`src/rtl/flagmrg_pkg.sv`:
```
package flagmrg_pkg;
  localparam int FLAGS_W = 32;

  typedef enum logic [1:0] {
    MODE_REAL = 2'd0,
    MODE_V86  = 2'd1,
    MODE_PROT = 2'd2,
    MODE_LONG = 2'd3
  } exec_mode_e;

  localparam int B_CF = 0, B_PF = 2, B_AF = 4, B_ZF = 6, B_SF = 7, B_TF = 8;
  localparam int B_IF = 9, B_DF = 10, B_OF = 11, B_IOPL = 12, B_NT = 14;
  localparam int B_RF = 16, B_VM = 17, B_AC = 18, B_VIF = 19, B_VIP = 20, B_ID = 21;

  localparam logic [FLAGS_W-1:0] ONE = {{(FLAGS_W-1){1'b0}}, 1'b1};
  localparam logic [FLAGS_W-1:0] M_IOPL = (ONE << B_IOPL) | (ONE << (B_IOPL + 1));
  localparam logic [FLAGS_W-1:0] M_ALWAYS =
    (ONE << B_CF) | (ONE << B_PF) | (ONE << B_AF) | (ONE << B_ZF) | (ONE << B_SF) |
    (ONE << B_TF) | (ONE << B_DF) | (ONE << B_OF) | (ONE << B_NT);
  localparam logic [FLAGS_W-1:0] M_WIDE  = (ONE << B_RF) | (ONE << B_AC) | (ONE << B_ID);
  localparam logic [FLAGS_W-1:0] M_VIRT  = (ONE << B_VIF) | (ONE << B_VIP);
  localparam logic [FLAGS_W-1:0] M_IF    = ONE << B_IF;
  localparam logic [FLAGS_W-1:0] M_VM    = ONE << B_VM;
  localparam logic [FLAGS_W-1:0] M_LOW16 = {{(FLAGS_W-16){1'b0}}, 16'hFFFF};
  localparam logic [FLAGS_W-1:0] M_REAL_IMG = 32'h0025_7FD5;
  localparam logic [FLAGS_W-1:0] M_FIXED_ONE = ONE << 1;
  localparam logic [FLAGS_W-1:0] M_DEFINED =
    M_ALWAYS | M_WIDE | M_VIRT | M_IF | M_VM | M_IOPL;

  function automatic logic [FLAGS_W-1:0] fixup(input logic [FLAGS_W-1:0] v);
    return (v & M_DEFINED) | M_FIXED_ONE;
  endfunction
endpackage

```
`src/rtl/flagmrg_wmask.sv`:
```
module flagmrg_wmask
  import flagmrg_pkg::*;
(
  input  exec_mode_e         mode,
  input  logic               wide,
  input  logic [1:0]         cpl,
  input  logic [1:0]         cur_iopl,
  output logic [FLAGS_W-1:0] take_img
);
  logic priv_zero;
  logic if_allowed;

  assign priv_zero  = (cpl == 2'd0);
  assign if_allowed = (cpl <= cur_iopl);

  always_comb begin
    unique case (mode)
      MODE_REAL: take_img = wide ? M_REAL_IMG : M_LOW16;
      MODE_V86:  take_img = wide ? ~(M_VM | M_IOPL | M_VIRT) : (M_LOW16 & ~M_IOPL);
      default: begin
        take_img = M_ALWAYS;
        if (wide)                   take_img = take_img | M_WIDE;
        if (if_allowed)             take_img = take_img | M_IF;
        if (priv_zero)              take_img = take_img | M_IOPL;
        if (priv_zero && wide)      take_img = take_img | M_VIRT;
      end
    endcase
  end
endmodule

```
`src/rtl/flagmrg_bitmux.sv`:
```
module flagmrg_bitmux #(
  parameter int W = 32
) (
  input  logic [W-1:0] sel_b,
  input  logic [W-1:0] a,
  input  logic [W-1:0] b,
  output logic [W-1:0] y
);
  for (genvar i = 0; i < W; i++) begin : g_bit
    assign y[i] = sel_b[i] ? b[i] : a[i];
  end
endmodule

```
`src/rtl/flags_restore_merge.sv`:
```
module flags_restore_merge
  import flagmrg_pkg::*;
(
  input  logic               clk,
  input  logic               rst_n,
  input  logic               in_valid,
  input  logic [31:0]        cur_flags,
  input  logic [31:0]        img_flags,
  input  logic [1:0]         cpl,
  input  logic [1:0]         op_size,
  input  logic [1:0]         mode,
  output logic               out_valid,
  output logic [31:0]        out_flags
);
  logic [FLAGS_W-1:0] take_img;
  logic [FLAGS_W-1:0] merged;
  logic               wide;

  assign wide = (op_size != 2'd0);

  flagmrg_wmask u_wmask (
    .mode     (exec_mode_e'(mode)),
    .wide     (wide),
    .cpl      (cpl),
    .cur_iopl (cur_flags[B_IOPL +: 2]),
    .take_img (take_img)
  );

  flagmrg_bitmux #(.W(FLAGS_W)) u_mux (
    .sel_b (take_img),
    .a     (cur_flags),
    .b     (img_flags),
    .y     (merged)
  );

  always_ff @(posedge clk or negedge rst_n) begin
    if (!rst_n) begin
      out_valid <= 1'b0;
      out_flags <= M_FIXED_ONE;
    end else begin
      out_valid <= in_valid;
      if (in_valid) out_flags <= fixup(merged);
    end
  end
endmodule

```
`config.mk`:
```
export PLATFORM = sky130hd
export DESIGN_NAME = flags_restore_merge
export DESIGN_NICKNAME = d
export VERILOG_FILES = /design/src/rtl/flagmrg_pkg.sv /design/src/rtl/flagmrg_wmask.sv /design/src/rtl/flagmrg_bitmux.sv /design/src/rtl/flags_restore_merge.sv
export SDC_FILE = /design/constraint.sdc
export NUM_CORES = 1
export LEC_CHECK = 0
export BUFFER_PORTS_ARGS = -buffer_cell sky130_fd_sc_hd__buf_2
export CAP_MARGIN = 5
export CORE_AREA = 2 2 60 62
export CTS_BUF_LIST = sky130_fd_sc_hd__clkbuf_8 sky130_fd_sc_hd__clkbuf_16
export CTS_CLUSTER_DIAMETER = 200
export DETAILED_ROUTE_END_ITERATION = 6
export DIE_AREA = 0 0 62 64
export GPL_ROUTABILITY_DRIVEN = 0
export GPL_TIMING_DRIVEN = 1
export HOLD_SLACK_MARGIN = 0.08
export PLACE_DENSITY = 0.84
export SLEW_MARGIN = 25
export SYNTH_ARGS = -nofsm -noshare
export SYNTH_HDL_FRONTEND = slang
export SYNTH_SLANG_ARGS = --single-unit
```
`constraint.sdc`:
```
create_clock -name clk -period 0.96 [get_ports clk]
set_clock_uncertainty 0.2 [all_clocks]
set_input_delay 0.192 -clock clk [delete_from_list [all_inputs] [get_ports clk]]
set_output_delay 0.192 -clock clk [all_outputs]
set_load 0.01 [all_outputs]
```
==> Word-level counts from Yosys, hierarchy flattened <==
Cells that the tools add are included.
{ "totals": {"reg_bits": 19, "input_bits": 73, "elab_cells": 33} }
{ "op_classes": {"magnitude_cmp": 1, "eq_ne": 1, "muxes": 25, "n_reduce_logical": 4} }
{ "ops": {"columns": ["cell", "n"], "rows": [
  ["2-to-1 mux 22 bit", 3],
  ["one-hot mux 22 bit (2 select lines)", 1],
  ["2-to-1 mux 21 bit", 1],
  ["2-to-1 mux 1 bit", 18],
  ["2-to-1 mux 14 bit", 1],
  ["2-to-1 mux 10 bit", 1],
  ["zero test 2 bit", 2],
  ["equality test 2 x 1 -> 1 bit, second input constant", 1],
  ["less-or-equal comparator 2 bit", 1],
  ["nonzero test 2 bit", 1],
  ["logical AND 1 bit", 1]
]} }

==> Longest topological paths before layout <==
{ "logic_depth": {"ltp_word": 7, "depth_mapped": 5, "ltp_nobuf": 5} }

==> Modules after synthesis <==
Synthesis repeated with hierarchy kept, for this count alone.
{ "unflattened": {"hier_cells": 132, "hier_area_um2": 1645.3} }
{ "by_module_without_submodules": {"columns": ["mod", "instances", "cells_each", "area_each_um2", "seq_area_each_um2"], "rows": [
  ["flags_restore_merge", 1, 56, 865.8, 475.5],
  ["flagmrg_bitmux", 1, 32, 480.5, 0.0],
  ["flagmrg_wmask", 1, 44, 299.0, 0.0]
]} }

==> Worst setup path before layout <==
Ideal clock, no wire load.
{ "synth_timing": {"path_type": "in2reg", "startpoint": "in cur_flags[13]", "endpoint": "reg out_flags[9]", "arrival_ns": 0.972, "setup_slack_ns": -0.302, "stages": 5, "cell_sequence": "inv_1 > ha_1 > nor2b_1 > o211a_1 > o221ai_1"} }
{ "synth_between": {"elab_chain_len": 6} }
{ "synth_lines": {"columns": ["item", "line_no", "rtl"], "rows": [
  ["from (decl)", "flags_restore_merge.sv:7", "input logic [31:0] cur_flags,"],
  ["less-or-equal comparator 2 bit", "flagmrg_wmask.sv:14", "assign if_allowed = (cpl <= cur_iopl);"],
  ["2-to-1 mux 10 bit", "flagmrg_wmask.sv:23", "if (if_allowed) take_img = take_img | M_IF;"],
  ["2-to-1 mux 14 bit", "flagmrg_wmask.sv:24", "if (priv_zero) take_img = take_img | M_IOPL;"],
  ["2-to-1 mux 21 bit", "flagmrg_wmask.sv:25", "if (priv_zero && wide) take_img = take_img | M_VIRT;"],
  ["one-hot mux 22 bit (2 select lines)", "flagmrg_wmask.sv:17", "unique case (mode)"],
  ["2-to-1 mux 1 bit", "flagmrg_bitmux.sv:10", "assign y[i] = sel_b[i] ? b[i] : a[i];"],
  ["to (signal assigned)", "flags_restore_merge.sv:42", "if (in_valid) out_flags <= fixup(merged);"],
  ["to (decl)", "flags_restore_merge.sv:13", "output logic [31:0] out_flags"]
]} }
No other way between the ends.
A chain may end at the register's enable or synchronous reset.

==> Worst setup path after layout <==
{ "layout_timing": {"startpoint": "reg out_flags[8]", "endpoint": "out out_flags[8]"} }
No word-level cell between the ends.

==> metrics <==
number of flops mapped to enable cells by yosys=0; final hold vios=11; total gr overflow=0; RSZ-0062 raised after global routing=yes; Post-route DRC=0; VDD IR max=0.000506 V; violated checks=negative hold slack, negative setup slack; routed vias=825; Power Dens Cells=1340 nW/µm²; P_leak=0.751 nW; FMAX=850 MHz; placed inst area=1340 µm²; # diodes=0; die area=3970 µm²; Die Span X=62 µm; Vert. Die Dim=64 µm; most frequent cell after synthesis=dfrtp_1; Synth area leader=dfrtp_1; Post-synth top cells=dfrtp_1 (19), buf_4 (14), mux2_2 (10), nor2_1 (8); Final Cell Area=1480 µm²; sequential share of the synthesized area=48.4%; pre-CTS setup slack=-0.407 ns; gr usage total=11.9%; Final period util=122%; first-pass GRT wire length=3500 µm; Final Hold Slack=-0.0341 ns; fin. max-slew vios=0; number of vias per cell=4.19; Largest stage delay, worst path=0.39 ns; synth unique cells=23; CTS buffer count=3; startpoint types=flip-flop; hold buffer count at CTS=1; NumNets Final=227; max capacitance violation total=0; Final Critical Period=1.18 ns; CTS Root Cell=clkbuf_8; Synth Flop Type=dfrtp_1; input/output buffers=53; crit path kind=reg -> out; CP bufs+invs=1; slowest stage cell, crit path=dfrtp_1; Ys Warns=0; largest cells by area after synthesis=dfrtp_1 (48%), mux2_2 (11%), buf_4 (11%), mux2i_1 (3.1%), nor2_1 (3.1%); worst-path fanout max=2; number of global-route vias before repair=815; Worst-Skew Late Latency=0.25 ns; # setup viols final=28; Antenna Violating Nets Remaining=0; cell count after synthesis=89; Syn Area/Cell=11.0 µm²; final setup TNS=-4.17 ns; DP HPWL=1730 µm; Critical Path AT=0.78 ns; async set or reset register ratio after synthesis=100%; DRT Pass-1 Iters=4; share of layout cells above drive strength 1=56.3%; wire per inst=11.6 µm; CTS tree=done; Boundary Pins=106; outcome=complete, but fails checks; row cnt=21; top-area cell type share of the netlist area=48.4%; H-Tree Depth=1; area grow syn2layout=51.1%; worst-path cell chain=buf_2; final worst-path setup slack=-0.216 ns; Hold Path Class=in -> reg; Reg clk slew, reported paths=0.07 ns; CP delay by family, top=flip-flops; Max Root-Sink Buffers=2; Core Area=3280 µm²; initial antenna violation count=0; FF+latch count, synth=19; pin count of the biggest net entering global routing=20; clk sinks=19; drt total wl=2280 µm; worst path required time=0.57 ns; Initial Utilization=29.9%; Synth Cell Area=982 µm²; drt initial violations=11; CP Capture Type=output pin
stage by stage:
stage                     power, mW  utilization, %  hold slack, ns  std cells
final                          1.99            45.2         -0.0341        197
after floorplan                1.22               -          -0.304        101
after CTS                      1.99            43.9         -0.0413        196
after global placement         1.39            40.9         -0.0403        190
after detailed placement       1.40            40.9         -0.0366        190
after global routing           2.12            45.2         -0.0443        197
registers in the layout (all words and copies together), names as in the netlist:
| register | cells |
|---|---|
| out_flags | 18 |
| out_valid | 1 |
layer usage:
layer	up-vias	routed length, µm	share of wire (%)	track usage (%)
met5	-	0	0	0
li1	399	-	-	-
met2	41	1160	51	19.4
met1	383	976	43	14.5
met3	2	140	6.1	2.83
met4	0	10	0.44	5.32
worst register-to-register path, cell delays in order, from the launching register on:
cell     delay [ns]
dfrtp_1        0.38
buf_4          0.13
mux2_4         0.25
path summary, 6_finish.rpt:
| path | cells after the start | from | end | slack (ns) |
|---|---|---|---|---|
| min reg2reg | 1 | out_flags[14] | out_flags[14] | 0.31 |
| max reg2reg | 2 | out_flags[11] | out_flags[11] | -0.12 |
| min in group asynchronous | 2 | rst_n | out_flags[19] | 0.18 |
| min | 2 | img_flags[6] | out_flags[6] | -0.03 |
| max | 1 | out_flags[8] | out_flags[8] | -0.22 |
| max in group asynchronous | 2 | rst_n | out_flags[11] | 0.17 |
where the power goes:
part / switching, mW / leakage (nW) / internal (mW) / total [mW]
clock network: 0.260 / 0.0255 / 0.288 / 0.548
logic: 0.237 / 0.506 / 0.279 / 0.516
registers: 0.0406 / 0.219 / 0.882 / 0.923
layout make-up:
type                    count  area, µm²
flip-flops and latches     19        475
clock inverters             1       5.00
fillers                   325       1800
clock buffers               3       41.3
well taps                  46       57.6
repair buffers             63        404
multi-input cells          62        484
inverters                   3       16.3
kinds of logic (layout without fill, tap and decap cells):
family	Yosys count	count (layout)	synth area share, %
muxes	13	13	14.5
buffers and inverters	20	70	13.4
other	2	14	0.765
DFF	19	19	48.4
and+or+nand+nor	19	19	11.5
adders and majority gates	2	2	2.55
AOI/OAI and AO/OA	14	14	8.92
layout by cell type (no fill, tap or decap), drive strengths merged:
cell type	instances
o221ai	1
nor3b	1
o2111ai	1
buf	61
mux2	10
or3	1
o211a	1
nor2b	1
nand2	2
nand3b	3
clkbuf	4
dlygate4sd3	1
nor2	9
a21oi	3
conb	14
inv	3
or3b	1
ha	2
and2	1
clkinv	1
o21ai	4
a31oi	4
dfrtp	19
mux2i	3
what timing repair did:
| action | in CTS | in global routing |
|---|---|---|
| pin swaps | 4 | 2 |
| resized for setup | 10 | 9 |
| setup buffers | 1 | 1 |
| hold endpoints to repair | 37 | 18 |
| endpoints found under the setup margin | 26 | 50 |
No activity file was read; power rests on OpenSTA's default activity.
